<file path="src/rtl/boot_rst_pkg.sv">
package boot_rst_pkg;

    localparam int ADDR_W = 16;
    localparam int BYTE_W = 8;
    localparam int PC_W   = 2 * BYTE_W;

    localparam logic [ADDR_W-1:0] VEC_LO_ADDR = 16'hFFFE;
    localparam logic [ADDR_W-1:0] VEC_HI_ADDR = 16'hFFFF;

    localparam logic [BYTE_W-1:0] INIT_DPAGE  = 8'h00;
    localparam logic              INIT_GFLAG  = 1'b0;
    localparam logic              INIT_WDT_EN = 1'b0;

    typedef enum logic [2:0] {
        ST_HOLD,
        ST_STAB,
        ST_PROC,
        ST_RD_LO,
        ST_RD_HI,
        ST_CAP_HI,
        ST_RUN
    } boot_state_e;

    typedef struct packed {
        logic [BYTE_W-1:0] hi;
        logic [BYTE_W-1:0] lo;
    } vec_pair_t;

    function automatic int cnt_width(input int limit);
        return (limit < 2) ? 1 : $clog2(limit);
    endfunction

endpackage

</file>
<file path="src/rtl/rst_pin_qual.sv">
module rst_pin_qual #(
    parameter int MIN_LOW = 8
) (
    input  logic clk,
    input  logic rst,
    input  logic pin_n,
    output logic qual
);
    localparam int CW = boot_rst_pkg::cnt_width(MIN_LOW + 1);
    localparam logic [CW-1:0] LIMIT = CW'(MIN_LOW);

    logic          sync_a;
    logic          sync_b;
    logic [CW-1:0] low_cnt;

    always_ff @(posedge clk) begin
        if (rst) begin
            sync_a <= 1'b1;
            sync_b <= 1'b1;
        end else begin
            sync_a <= pin_n;
            sync_b <= sync_a;
        end
    end

    always_ff @(posedge clk) begin
        if (rst || sync_b) begin
            low_cnt <= '0;
        end else if (low_cnt != LIMIT) begin
            low_cnt <= low_cnt + 1'b1;
        end
    end

    assign qual = (low_cnt == LIMIT);

endmodule

</file>
<file path="src/rtl/stab_timer.sv">
module stab_timer #(
    parameter int DIV   = 1024,
    parameter int TICKS = 256
) (
    input  logic clk,
    input  logic rst,
    input  logic run_en,
    output logic done
);
    localparam int PW = boot_rst_pkg::cnt_width(DIV);
    localparam int TW = boot_rst_pkg::cnt_width(TICKS);
    localparam logic [PW-1:0] PRE_LAST  = PW'(DIV - 1);
    localparam logic [TW-1:0] TICK_LAST = TW'(TICKS - 1);

    logic [PW-1:0] pre_cnt;
    logic [TW-1:0] tick_cnt;
    logic          tick;

    assign tick = run_en && (pre_cnt == PRE_LAST);

    always_ff @(posedge clk) begin
        if (rst || !run_en) begin
            pre_cnt  <= '0;
            tick_cnt <= '0;
        end else begin
            pre_cnt <= tick ? '0 : pre_cnt + 1'b1;
            if (tick) begin
                tick_cnt <= tick_cnt + 1'b1;
            end
        end
    end

    assign done = tick && (tick_cnt == TICK_LAST);

endmodule

</file>
<file path="src/rtl/step_timer.sv">
module step_timer #(
    parameter int LEN = 7
) (
    input  logic clk,
    input  logic rst,
    input  logic run_en,
    output logic done
);
    localparam int CW = boot_rst_pkg::cnt_width(LEN);
    localparam logic [CW-1:0] LAST = CW'(LEN - 1);

    logic [CW-1:0] cnt;

    always_ff @(posedge clk) begin
        if (rst || !run_en) begin
            cnt <= '0;
        end else if (cnt != LAST) begin
            cnt <= cnt + 1'b1;
        end
    end

    assign done = run_en && (cnt == LAST);

endmodule

</file>
<file path="src/rtl/vec_capture.sv">
module vec_capture
    import boot_rst_pkg::*;
(
    input  logic              clk,
    input  logic              rst,
    input  logic              cap_lo,
    input  logic              cap_hi,
    input  logic [BYTE_W-1:0] rdata,
    output logic [PC_W-1:0]   pc
);
    vec_pair_t vec_q;

    always_ff @(posedge clk) begin
        if (rst) begin
            vec_q <= '0;
        end else begin
            if (cap_lo) vec_q.lo <= rdata;
            if (cap_hi) vec_q.hi <= rdata;
        end
    end

    assign pc = vec_q;

endmodule

</file>
<file path="src/rtl/boot_reset_ctrl.sv">
module boot_reset_ctrl
    import boot_rst_pkg::*;
#(
    parameter int MIN_LOW    = 8,
    parameter int STAB_DIV   = 1024,
    parameter int STAB_TICKS = 256,
    parameter int PROC_CYC   = 7
) (
    input  logic        clk,
    input  logic        rst,
    input  logic        ext_rst_n,
    input  logic        wdt_rst,
    output logic        mem_rd,
    output logic [15:0] mem_addr,
    input  logic [7:0]  mem_rdata,
    output logic        core_run,
    output logic [15:0] pc_out,
    output logic        init_load,
    output logic [7:0]  dpage_init,
    output logic        gflag_init,
    output logic        pclk_en,
    output logic        wdt_en_init
);
    boot_state_e state;
    logic        pin_qual;
    logic        req;
    logic        stab_done;
    logic        proc_done;

    rst_pin_qual #(.MIN_LOW(MIN_LOW)) u_qual (
        .clk   (clk),
        .rst   (rst),
        .pin_n (ext_rst_n),
        .qual  (pin_qual)
    );

    stab_timer #(.DIV(STAB_DIV), .TICKS(STAB_TICKS)) u_stab (
        .clk    (clk),
        .rst    (rst),
        .run_en (state == ST_STAB),
        .done   (stab_done)
    );

    step_timer #(.LEN(PROC_CYC)) u_proc (
        .clk    (clk),
        .rst    (rst),
        .run_en (state == ST_PROC),
        .done   (proc_done)
    );

    vec_capture u_vec (
        .clk    (clk),
        .rst    (rst),
        .cap_lo (state == ST_RD_HI),
        .cap_hi (state == ST_CAP_HI),
        .rdata  (mem_rdata),
        .pc     (pc_out)
    );

    assign req = pin_qual || wdt_rst;

    always_ff @(posedge clk) begin
        if (rst) begin
            state <= ST_STAB;
        end else if (req) begin
            state <= ST_HOLD;
        end else begin
            unique case (state)
                ST_HOLD:   state <= ST_STAB;
                ST_STAB:   if (stab_done) state <= ST_PROC;
                ST_PROC:   if (proc_done) state <= ST_RD_LO;
                ST_RD_LO:  state <= ST_RD_HI;
                ST_RD_HI:  state <= ST_CAP_HI;
                ST_CAP_HI: state <= ST_RUN;
                ST_RUN:    state <= ST_RUN;
                default:   state <= ST_HOLD;
            endcase
        end
    end

    always_comb begin
        mem_rd   = (state == ST_RD_LO) || (state == ST_RD_HI);
        mem_addr = (state == ST_RD_HI) ? VEC_HI_ADDR : VEC_LO_ADDR;
    end

    assign core_run    = (state == ST_RUN);
    assign init_load   = !core_run;
    assign pclk_en     = core_run;
    assign dpage_init  = INIT_DPAGE;
    assign gflag_init  = INIT_GFLAG;
    assign wdt_en_init = INIT_WDT_EN;

endmodule

</file>
<file path="config.mk">
export PLATFORM = sky130hd
export DESIGN_NAME = boot_reset_ctrl
export DESIGN_NICKNAME = d
export VERILOG_FILES = /design/src/rtl/boot_rst_pkg.sv /design/src/rtl/rst_pin_qual.sv /design/src/rtl/stab_timer.sv /design/src/rtl/step_timer.sv /design/src/rtl/vec_capture.sv /design/src/rtl/boot_reset_ctrl.sv
export SDC_FILE = /design/constraint.sdc
export NUM_CORES = 1
export LEC_CHECK = 0
export ABC_CLOCK_PERIOD_IN_PS = 2200
export CAP_MARGIN = 5
export CORE_ASPECT_RATIO = 0.7
export CORE_UTILIZATION = 25
export DETAILED_ROUTE_END_ITERATION = 8
export GPL_TIMING_DRIVEN = 0
export PLACE_DENSITY_LB_ADDON = 0.1
export RECOVER_POWER = 100
export SKIP_LAST_GASP = 1
export SLEW_MARGIN = 20
export SYNTH_ARGS = -nofsm -noshare
export SYNTH_HDL_FRONTEND = slang
export SYNTH_SLANG_ARGS = --single-unit
</file>
<file path="constraint.sdc">
create_clock -name clk -period 2.2 [get_ports clk]
set_input_delay 0.22 -clock clk [delete_from_list [all_inputs] [get_ports clk]]
set_output_delay 0.22 -clock clk [all_outputs]
set_load 0.05 [all_outputs]
</file>
==> flow_metrics.py <==
metrics = {
    "outcome": {
        "status": "finished with violations",
        "violations": "DRC",
    },
    "route": {
        "ant_nets": 0,
        "wl_per_cell_um": 10.6,
        "routed_wl_um": 4460,
        "via_per_inst": 3.92,
        "num_vias": 1642,
        "drc": 1,
        "first_pass_iters": 8,
        "dr.first_iter.drc_count": 61,
    },
    "logic_synthesis": {
        "seq_area_frac_synth": 0.422,
        "synth-main-ff-cell": "dfxtp_1",
        "synth.avg_cell_area_um2": 9.16,
        "yosysMostFrequentCell": "dfxtp_1",
        "synth_cell_types": 42,
        "syn-cell-area_um2": 2180,
        "async_reset_ff_frac": 0,
        "netlist_instances": 238,
        "ys_ff_latch": 46,
        "synth_edf_count": 0,
        "yosys_warnings": 0,
        "synth_top_area_share": 0.422,
        "synth_top_cell_by_area": "dfxtp_1",
        "ys_top_cells_by_area": "dfxtp_1 (42%), buf_4 (9.6%), mux2i_1 (7.8%), nor2_1 (5.9%), ha_1 (3.4%)",
        "yosys-top-cells-count": "dfxtp_1 (46), nor2_1 (34), buf_4 (28)",
    },
    "floorplan": {
        "start_util": 0.258,
        "pin_count": 58,
        "coreArea_um2": 8440,
        "dieArea_um2": 9110,
        "dieWidth_um": 114,
        "rows": 28,
        "dieHeight_um": 80.1,
    },
    "power": {
        "power_mw": 1.90,
        "powerDensity_nw_per_um2": 665,
        "p_leak_nw": 1.24,
        "ir_worst_vdd_mv": 0.253,
    },
    "grt": {
        "grt_pass1_wl_um": 7210,
        "grt.total_usage": 0.106,
        "antenna_found_initial": 0,
        "grt_pass1_vias": 1501,
        "grt_start_max_net_pins": 14,
        "overflow": 0,
    },
    "clocking": {
        "cts_tree": "done",
        "cts-htree-levels": 2,
        "cts_sinks": 46,
        "cts-buffers-inserted": 5,
        "cts_buffer_depth": 2,
        "cts_root_buf": "clkbuf_16",
        "clock_latency_ps": 290,
        "path_clk_slew_ps": 60,
    },
    "critical_path": {
        "slowest_delay_ps": 710,
        "r2r_cells": 6,
        "path_class": "flip-flop to output port",
        "crit_path_start_kind": "flip-flop",
        "end_kind": "output port",
        "critPathSlowestCell": "clkdlybuf4s50_1",
        "cp_max_fo": 7,
        "cp_cell_sequence": "nor2b_1 > nand2_1 > clkdlybuf4s50_1",
        "worstPathRequired_ps": 1980,
        "arrival_ps": 1800,
    },
    "timing": {
        "rsz0062_at_grt": "false",
        "max_clock_freq_mhz": 494,
        "post-route-min-period_ps": 2020,
        "slew_viol_final": 0,
        "setup-violations-final": 0,
        "setup_ws_ps": 175,
        "hold_viol_final": 0,
        "tightestPinTransition_ps": 1050,
        "relSlewSlack": 0.291,
        "clock_skew_ps": 4.41,
        "setup_tns_ps": 0,
        "fin_hold_ws_ps": 388,
        "fin_crit_sh": 0.920,
    },
    "placement": {
        "placed_area_um2": 2730,
        "dpl_worst_slack_ps": 24.8,
        "dp_hpwl_um": 3210,
        "gp_congestion": 0.731,
        "numPortBuffers": 31,
    },
    "cells_and_area": {
        "layout.nets": 317,
        "fillers": 885,
        "final_cell_area_um2": 2860,
        "final_layout_size_suffix_gt1_frac": 0.157,
        "area_growth_pct": 31.3,
        "antenna_cells": 0,
    },
    "worst_hold_path": {
        "hold_path_depth": 2,
        "hold_path_class": "input port to flip-flop",
    },
    "flow_run": {
        "drv_cap": 0,
    },
}
-- worst paths after layout --
| check | from | to | slack [ps] |
|---|---|---|---|
| hold / removal | rst | state[2] | 390 |
| hold reg to reg | u_qual.sync_a | u_qual.sync_b | 410 |
| setup / recovery | state[1] | init_load | 180 |
| setup reg to reg | state[0] | u_stab.tick_cnt[5] | 290 |
-- critical path, delay by kind of cell, from the launching register on --
family | cells | cell delay [ps]
buffers and inverters | 1 | 710
flip-flops | 1 | 430
AND/OR/NAND/NOR | 2 | 380
-- registers in the layout, summed over array words and instances, names as in the netlist --
signal,cells
u_stab.tick_cnt,8
u_proc.cnt,3
u_stab.pre_cnt,10
u_qual.sync_b,1
u_vec.pc,16
u_qual.sync_a,1
state,3
u_qual.low_cnt,4
-- cell families (layout without fill, tap and decap cells) --
family	count (synthesis)	in the layout	synth area share
flip-flops	46	46	0.422
other	2	25	0.00344
AND/OR/NAND/NOR	91	91	0.218
adder cells (fa/ha/maj)	6	6	0.0344
multiplexers	17	17	0.0780
XOR/XNOR	13	13	0.0522
buffers and inverters	41	79	0.130
AO/OA/AOI/OAI	22	22	0.0614
-- where the power goes --
group | switching (mW) | internal (mW) | total, mW
logic | 0.129 | 0.0579 | 0.187
clock network | 0.311 | 0.561 | 0.871
registers | 0.00459 | 0.840 | 0.844
-- final cells by class --
type,instances,area (um^2),area share
Clock inverter,1,30.0,0.0105
Multi-Input combinational cell,174,1050,0.367
Clock buffer,6,139,0.0485
Buffer,36,256,0.0896
Sequential cell,46,921,0.322
Timing Repair Buffer,31,298,0.104
Tap cell,120,150,0.0524
Inverter,5,18.8,0.00656
-- layout by cell type, fill, tap and decap left out, types with 5 or more instances in the layout --
| master | synthesis | final |
|---|---|---|
| nor3_1 | 6 | 6 |
| a21oi_1 | 9 | 9 |
| mux2i_1 | 17 | 17 |
| xor2_1 | 7 | 7 |
| inv_1 | 5 | 5 |
| nand2_1 | 13 | 13 |
| nand4_1 | 5 | 5 |
| nand3_1 | 7 | 7 |
| ha_1 | 6 | 6 |
| nor2_1 | 34 | 34 |
| conb_1 | 2 | 25 |
| dlygate4sd3_1 | 0 | 17 |
| clkbuf_1 | 3 | 5 |
| clkdlybuf4s50_1 | 0 | 10 |
| dfxtp_1 | 46 | 46 |
| clkbuf_16 | 0 | 5 |
| xnor2_1 | 6 | 6 |
| buf_4 | 28 | 26 |
-- routing by layer --
metal	routed length, um	global-route usage	vias to the layer above
li1	-	-	878
met1	2430	0.144	720
met2	1770	0.148	39
met3	206	0.0325	5
met4	54	0.0553	0
met5	0	0	-
-- stage by stage --
| step | cells | utilization |
|---|---|---|
| after floorplan | 261 | - |
| after global routing | 419 | 0.339 |
| after detailed placement | 412 | 0.323 |
| after global placement | 412 | 0.323 |
| after CTS | 419 | 0.342 |
| final | 419 | 0.339 |
-- timing repair --
action                                  CTS  global route
hold buffers                              0             0
setup buffers                             0             0
endpoints found under the setup margin    4             2
resized for setup                         4             4
(Power assumes the default switching activity.)
